## src/rtl/mdio_pkg.sv

```systemverilog
package mdio_pkg;

    localparam int CMD_W      = 32;
    localparam int PRE_LEN    = 32;
    localparam int DATA_W     = 16;
    localparam int CNT_W      = $clog2(CMD_W);
    localparam int TA_IDX     = CMD_W - DATA_W - 2;
    localparam int DATA_IDX   = CMD_W - DATA_W;
    localparam int OP_HI      = 29;
    localparam int OP_LO      = 28;

    localparam logic [1:0] OP_READ  = 2'b10;
    localparam logic [1:0] OP_WRITE = 2'b01;

    typedef enum logic [1:0] {
        ST_IDLE,
        ST_PREAMBLE,
        ST_FRAME
    } seq_state_t;

endpackage

```

## src/rtl/mdio_clk_div.sv

```systemverilog
module mdio_clk_div #(
    parameter int SEL_W    = 2,
    parameter int BASE_LOG = 3
) (
    input  logic             clk,
    input  logic             rst_n,
    input  logic             run,
    input  logic [SEL_W-1:0] sel,
    output logic             mdc,
    output logic             rise_tick,
    output logic             fall_tick
);

    localparam int CNT_W = BASE_LOG + (1 << SEL_W) - 2;

    logic [CNT_W-1:0] cnt;
    logic [CNT_W-1:0] last_cnt;
    logic             tick;

    always_comb begin
        last_cnt  = CNT_W'((1 << (BASE_LOG - 1 + int'(sel))) - 1);
        tick      = run && (cnt == last_cnt);
        rise_tick = tick && !mdc;
        fall_tick = tick && mdc;
    end

    always_ff @(posedge clk or negedge rst_n) begin
        if (!rst_n) begin
            cnt <= '0;
            mdc <= 1'b0;
        end else if (!run) begin
            cnt <= '0;
            mdc <= 1'b0;
        end else if (tick) begin
            cnt <= '0;
            mdc <= ~mdc;
        end else begin
            cnt <= cnt + 1'b1;
        end
    end

    assert_mdc_rests_low_R11: assert property (@(posedge clk) disable iff (!rst_n)
        !run |=> !mdc)
        else $error("MDC toggled while not running");

endmodule

```

## src/rtl/mdio_frame_seq.sv

```systemverilog
module mdio_frame_seq
    import mdio_pkg::*;
#(
    parameter int SEL_W = 2
) (
    input  logic              clk,
    input  logic              rst_n,
    input  logic              cmd_we,
    input  logic [CMD_W-1:0]  cmd_wdata,
    input  logic              mgmt_en,
    input  logic [SEL_W-1:0]  clk_sel,
    input  logic              rise_tick,
    input  logic              fall_tick,
    input  logic              mdio_i,
    output logic              run,
    output logic [SEL_W-1:0]  sel_q,
    output logic              mdio_o,
    output logic              mdio_oe,
    output logic [CMD_W-1:0]  cmd_q,
    output logic              idle
);

    seq_state_t       state, state_nxt;
    logic [CNT_W-1:0] bit_cnt;
    logic [CNT_W-1:0] bit_nxt;
    logic             start;
    logic             last_bit;
    logic             is_read;

    always_comb begin
        start    = cmd_we && mgmt_en && (state == ST_IDLE);
        last_bit = (bit_cnt == CNT_W'(CMD_W - 1));
        bit_nxt  = bit_cnt + 1'b1;
        is_read  = (cmd_q[OP_HI:OP_LO] == OP_READ);
        idle     = (state == ST_IDLE);
        run      = (state != ST_IDLE);
    end

    always_comb begin
        state_nxt = state;
        unique case (state)
            ST_IDLE:     if (start)                 state_nxt = ST_PREAMBLE;
            ST_PREAMBLE: if (fall_tick && last_bit) state_nxt = ST_FRAME;
            ST_FRAME:    if (fall_tick && last_bit) state_nxt = ST_IDLE;
            default:                                state_nxt = ST_IDLE;
        endcase
    end

    // state register and bit position
    always_ff @(posedge clk or negedge rst_n) begin
        if (!rst_n) begin
            state   <= ST_IDLE;
            bit_cnt <= '0;
        end else begin
            state <= state_nxt;
            if (start)
                bit_cnt <= '0;
            else if (fall_tick && state != ST_IDLE)
                bit_cnt <= bit_nxt;
        end
    end

    // outputs and command register
    always_ff @(posedge clk or negedge rst_n) begin
        if (!rst_n) begin
            cmd_q   <= '0;
            sel_q   <= '0;
            mdio_o  <= 1'b1;
            mdio_oe <= 1'b0;
        end else begin
            unique case (state)
                ST_IDLE: begin
                    if (start) begin
                        cmd_q   <= cmd_wdata;
                        sel_q   <= clk_sel;
                        mdio_o  <= 1'b1;
                        mdio_oe <= 1'b1;
                    end
                end
                ST_PREAMBLE: begin
                    if (fall_tick && last_bit)
                        mdio_o <= cmd_q[CMD_W-1];
                end
                ST_FRAME: begin
                    if (rise_tick && is_read && bit_cnt >= CNT_W'(DATA_IDX))
                        cmd_q[CNT_W'(CMD_W - 1) - bit_cnt] <= mdio_i;
                    if (fall_tick) begin
                        if (last_bit) begin
                            mdio_o  <= 1'b1;
                            mdio_oe <= 1'b0;
                        end else if (is_read && bit_nxt >= CNT_W'(TA_IDX)) begin
                            mdio_o  <= 1'b1;
                            mdio_oe <= 1'b0;
                        end else begin
                            mdio_o  <= cmd_q[CNT_W'(CMD_W - 1) - bit_nxt];
                        end
                    end
                end
                default: begin
                    mdio_oe <= 1'b0;
                end
            endcase
        end
    end

    assert_start_leaves_idle_R2: assert property (@(posedge clk) disable iff (!rst_n)
        start |=> !idle)
        else $error("accepted command did not start");

    assert_preamble_driven_R4: assert property (@(posedge clk) disable iff (!rst_n)
        (state == ST_PREAMBLE) |-> (mdio_o && mdio_oe))
        else $error("preamble not driven high");

    assert_read_releases_R6: assert property (@(posedge clk) disable iff (!rst_n)
        (state == ST_FRAME && is_read && bit_cnt >= CNT_W'(TA_IDX)) |-> !mdio_oe)
        else $error("output enable held during read turnaround/data");

    assert_busy_write_ignored_R10: assert property (@(posedge clk) disable iff (!rst_n)
        (cmd_we && state != ST_IDLE) |=> $stable(cmd_q[CMD_W-1:DATA_W]))
        else $error("busy write disturbed command");

endmodule

```

## src/rtl/mdio_mgmt_ctrl.sv

```systemverilog
module mdio_mgmt_ctrl
    import mdio_pkg::*;
#(
    parameter int SEL_W    = 2,
    parameter int BASE_LOG = 3
) (
    input  logic              clk,
    input  logic              rst_n,
    input  logic              cmd_we,
    input  logic [CMD_W-1:0]  cmd_wdata,
    input  logic              mgmt_en,
    input  logic [SEL_W-1:0]  clk_sel,
    input  logic              mdio_i,
    output logic              mdc,
    output logic              mdio_o,
    output logic              mdio_oe,
    output logic [CMD_W-1:0]  cmd_rdata,
    output logic              idle
);

    logic             run;
    logic             rise_tick;
    logic             fall_tick;
    logic [SEL_W-1:0] sel_q;

    mdio_clk_div #(
        .SEL_W    (SEL_W),
        .BASE_LOG (BASE_LOG)
    ) u_div (
        .clk       (clk),
        .rst_n     (rst_n),
        .run       (run),
        .sel       (sel_q),
        .mdc       (mdc),
        .rise_tick (rise_tick),
        .fall_tick (fall_tick)
    );

    mdio_frame_seq #(
        .SEL_W (SEL_W)
    ) u_seq (
        .clk       (clk),
        .rst_n     (rst_n),
        .cmd_we    (cmd_we),
        .cmd_wdata (cmd_wdata),
        .mgmt_en   (mgmt_en),
        .clk_sel   (clk_sel),
        .rise_tick (rise_tick),
        .fall_tick (fall_tick),
        .mdio_i    (mdio_i),
        .run       (run),
        .sel_q     (sel_q),
        .mdio_o    (mdio_o),
        .mdio_oe   (mdio_oe),
        .cmd_q     (cmd_rdata),
        .idle      (idle)
    );

    assert_mdio_moves_on_fall_R9: assert property (@(posedge clk) disable iff (!rst_n)
        !$stable(mdio_o) |-> $fell(mdc))
        else $error("MDIO changed away from MDC falling edge");

endmodule

```

## config.mk

```make
export PLATFORM = sky130hd
export DESIGN_NAME = mdio_mgmt_ctrl
export DESIGN_NICKNAME = d
export VERILOG_FILES = /design/src/rtl/mdio_pkg.sv /design/src/rtl/mdio_clk_div.sv /design/src/rtl/mdio_frame_seq.sv /design/src/rtl/mdio_mgmt_ctrl.sv
export SDC_FILE = /design/constraint.sdc
export NUM_CORES = 1
export LEC_CHECK = 0
export CORE_MARGIN = 10
export CORE_UTILIZATION = 40
export CTS_CLUSTER_SIZE = 30
export DETAILED_ROUTE_END_ITERATION = 8
export DONT_BUFFER_PORTS = 1
export GPL_ROUTABILITY_DRIVEN = 0
export PLACE_DENSITY = 0.63
export SLEW_MARGIN = 20
export SYNTH_ARGS = -nofsm -noshare
export SYNTH_HDL_FRONTEND = slang
export SYNTH_SLANG_ARGS = --single-unit
```

## constraint.sdc

```tcl
create_clock -name clk -period 3.7 [get_ports clk]
set_input_delay 0.37 -clock clk [delete_from_list [all_inputs] [get_ports clk]]
set_output_delay 0.37 -clock clk [all_outputs]
set_load 0.1 [all_outputs]
```

==> tab_implementation.tex <==
\begin{tabular}{lr}
\hline
Metric & Value \\
\hline
\multicolumn{2}{l}{\textbf{Clocking}} \\
Clock tree from TritonCTS & done \\
Number of buffers created by CTS & 5 \\
Bufs on Longest Clock Path & 2 \\
Clock tree sinks & 49 \\
Number of hold buffers added after cts & 2 \\
Clock transition time at the flip-flop clock pins of the worst setup and hold paths & 0.09 ns \\
Number of H-tree branching levels & 2 \\
Clk Latency, worst-skew pair & 0.30 ns \\
Post-CTS Resized & 0 \\
Number of buffers added for setup after CTS & 0 \\
Buffer cell driving the clock tree root & clkbuf\_8 \\
\multicolumn{2}{l}{\textbf{Global routing}} \\
Initial antenna violation count & 0 \\
Vias in the first global route & 2347 \\
Grt ovf & 0 \\
GRT Util Overall & 13.62\% \\
Pin count of the biggest net entering global routing & 50 \\
Global-route wire length before repair & 12430 µm \\
\multicolumn{2}{l}{\textbf{Route}} \\
Number of detailed-routing iterations run before antenna repair & 5 \\
Post-detailed-route via-to-cell ratio & 5.677 \\
Routed length per instance & 18.61 µm \\
Number of routed nets with antenna violations & 0 \\
Total DRC errors in the routed layout & 0 \\
Vias & 2322 \\
Number of DRC markers in iteration 0 & 217 \\
Routed wire length & 7611 µm \\
\multicolumn{2}{l}{\textbf{Yosys}} \\
Post-synthesis average cell area & 9.072 µm² \\
Leading register cell type out of synthesis & dfrtp\_1 \\
Mapped Cells & 315 \\
Synth Cell Area & 2858 µm² \\
EDFF count, synth & 0 \\
Net count after synthesis & 364 \\
Netlist cell types & 46 \\
Fraction of synthesis flops using an asynchronous set or reset pin & 100.0\% \\
Count of yosys warnings during synthesis & 0 \\
Register bit total from synthesis & 49 \\
Sequential fraction of the synthesis area & 42.95\% \\
\multicolumn{2}{l}{\textbf{Floorplanning}} \\
Die outline area & 10930 µm² \\
Number of placed I/O pins & 75 \\
Core Footprint & 6869 µm² \\
Count of standard-cell rows & 30 \\
Die width & 104.5 µm \\
Vertical extent of the die & 104.5 µm \\
Initial cell density of the core & 41.60\% \\
\multicolumn{2}{l}{\textbf{Timing}} \\
Final hold violations & 0 \\
Final worst path period share & 75.54\% \\
Final worst path period need & 2.795 ns \\
Max frequency & 0.3578 GHz \\
Transition at the pin with the smallest max-transition slack & 0.9837 ns \\
Worst slew slack as a fraction of its limit & 34.42\% \\
Unrepaired setup endpoints after global routing & no \\
\# setup viols final & 0 \\
Count of pins over their slew limit & 0 \\
Clk\_skew & 0.01130 ns \\
Total negative slack & 0 ns \\
\multicolumn{2}{l}{\textbf{Finish}} \\
Area growth, synth to finish & 8.012\% \\
Count of antenna diodes in the layout & 0 \\
Fraction of layout cells with a size suffix above 1 & 9.904\% \\
Most used cells in the layout excluding fill and tap cells & nand2\_1 (64), dfrtp\_1 (48), a21oi\_1 (36), o22ai\_1 (17), nor2\_1 (17) \\
Final layout net count & 361 \\
Most common cell after layout, fill and taps aside & nand2\_1 \\
\multicolumn{2}{l}{\textbf{Setup path}} \\
Largest driver fanout on the critical path & 10 \\
Required arrival time at the worst endpoint & 3.92 ns \\
Reg2reg setup slack & 0.91 ns \\
Data arrival time at the worst-slack endpoint & 3.02 ns \\
Launching element type of the critical path & register \\
Launch instance of the worst register-to-register path & u\_seq.bit\_cnt[0] \\
Reg2reg end & u\_seq.mdio\_o \\
Worst setup path class & reg -> reg \\
Worst Setup End Kind & register \\
Logic depth of the worst register-to-register path & 7 \\
\multicolumn{2}{l}{\textbf{Worst hold path}} \\
Worst min-delay path startpoint & cmd\_wdata[20] \\
Hold Path Class & in -> reg \\
Terminating pin of the worst hold path & u\_seq.cmd\_q[20] \\
Worst hold path cell count & 2 \\
\multicolumn{2}{l}{\textbf{Place}} \\
Port Buf Inserts & 0 \\
Placed wire-length estimate & 5626 µm \\
\multicolumn{2}{l}{\textbf{Flow run}} \\
Max Cap Viol & 0 \\
\multicolumn{2}{l}{\textbf{Outcome}} \\
Status & finished, final reports clean \\
\hline
\end{tabular}
==> cells in the mapped netlist (2+ instances only) <==
master,n,area [µm²]
nand2_1,64,240.2
a31oi_1,2,12.51
mux4_2,8,180.2
nand2b_1,5,31.28
o21ai_0,15,75.07
xor2_1,3,26.28
o22ai_1,17,106.4
and3_1,3,18.77
buf_2,6,30.03
inv_1,12,45.04
nand3_1,8,40.04
dfrtp_1,48,1201
nor2b_1,4,25.02
nor2_1,17,63.81
ha_1,10,125.1
buf_4,3,22.52
and2_1,2,12.51
a21oi_1,36,180.2
mux2_1,2,22.52
a22oi_1,2,15.01
o31ai_1,2,15.01
nand4_1,4,25.02
a21bo_2,2,20.02
clkbuf_1,7,26.28
nand3b_1,7,52.55
o21ai_1,2,10.01
xnor2_1,5,43.79
==> critical path, cell delays in order (launching register included) <==
cell and delay (ns):
dfrtp_1 0.56, inv_1 0.15, ha_1 0.71, mux4_2 0.60
a22oi_1 0.27, nand3_1 0.13, a31oi_1 0.19, mux2i_1 0.10
==> worst max path at each step <==
stage | from | to | slack (ns) | depth (start not counted)
6_report | u_seq.bit_cnt[0] | u_seq.mdio_o | 0.91 | 7
5_1_grt | u_seq.bit_cnt[0] | u_seq.mdio_o | 0.73 | 7
4_1_cts | u_seq.bit_cnt[0] | u_seq.mdio_o | 0.90 | 7
3_5_place_dp | u_seq.bit_cnt[0] | u_seq.mdio_o | 0.94 | 7
3_3_place_gp | u_seq.bit_cnt[0] | u_seq.mdio_o | 0.93 | 7
2_1_floorplan | u_seq.state[1] | u_seq.cmd_q[10] | 0.98 | 11
==> layout make-up <==
| class | count | area [µm²] |
|---|---|---|
| Clock buffer | 7 | 86.33 |
| Clock inverter | 1 | 30.03 |
| Tap cell | 96 | 120.1 |
| Sequential cell | 49 | 1227 |
| Inverter | 13 | 48.80 |
| Fill cell | 672 | 3782 |
| Timing Repair Buffer | 7 | 75.07 |
| Multi-Input combinational cell | 236 | 1499 |
==> state kept, by name, summed over array words and instances, names as in the netlist <==
register / flops
u_seq.cmd_q: 32
u_seq.bit_cnt: 5
u_seq.sel_q: 2
u_seq.state: 2
u_div.cnt: 5
u_div.mdc: 1
u_seq.mdio_o: 1
u_seq.mdio_oe: 1
==> cell families (layout without fill, tap and decap cells) <==
group	count (synthesis)	in the layout	synth area share, %
and+or+nand+nor	118	118	18.70
AOI/OAI and AO/OA	88	88	18.91
DFF	49	49	42.95
buffers and inverters	30	28	4.597
muxes	11	11	7.443
adders and majority gates	10	10	4.378
xor gates and xnor gates	9	9	3.021
==> per-layer routing <==
| metal | track usage [%] | part of all wire (%) |
|---|---|---|
| met4 | 2.684 | 0.97 |
| met2 | 22.65 | 49 |
| met3 | 4.957 | 8.6 |
| met1 | 16.52 | 41 |
| met5 | 0 | 0 |
==> through the flow <==
| step | hold slack [ns] | utilization, % | cell area, µm² | instances | worst slack (ns) |
|---|---|---|---|---|---|
| detailed placement | 0.07603 | 42.70 | 2933 | 399 | 0.9444 |
| finish | 0.1724 | 44.94 | 3087 | 409 | 0.9051 |
| CTS | 0.1618 | 44.94 | 3087 | 409 | 0.9031 |
| floorplan | 0.07441 | - | 2858 | 315 | 0.9798 |
| global route | 0.1634 | 44.94 | 3087 | 409 | 0.7278 |
| global placement | 0.07646 | 42.70 | 2933 | 399 | 0.9307 |
Power is not shown: default switching activity piles up to over one toggle a cycle in this logic, so the estimate is an artifact.
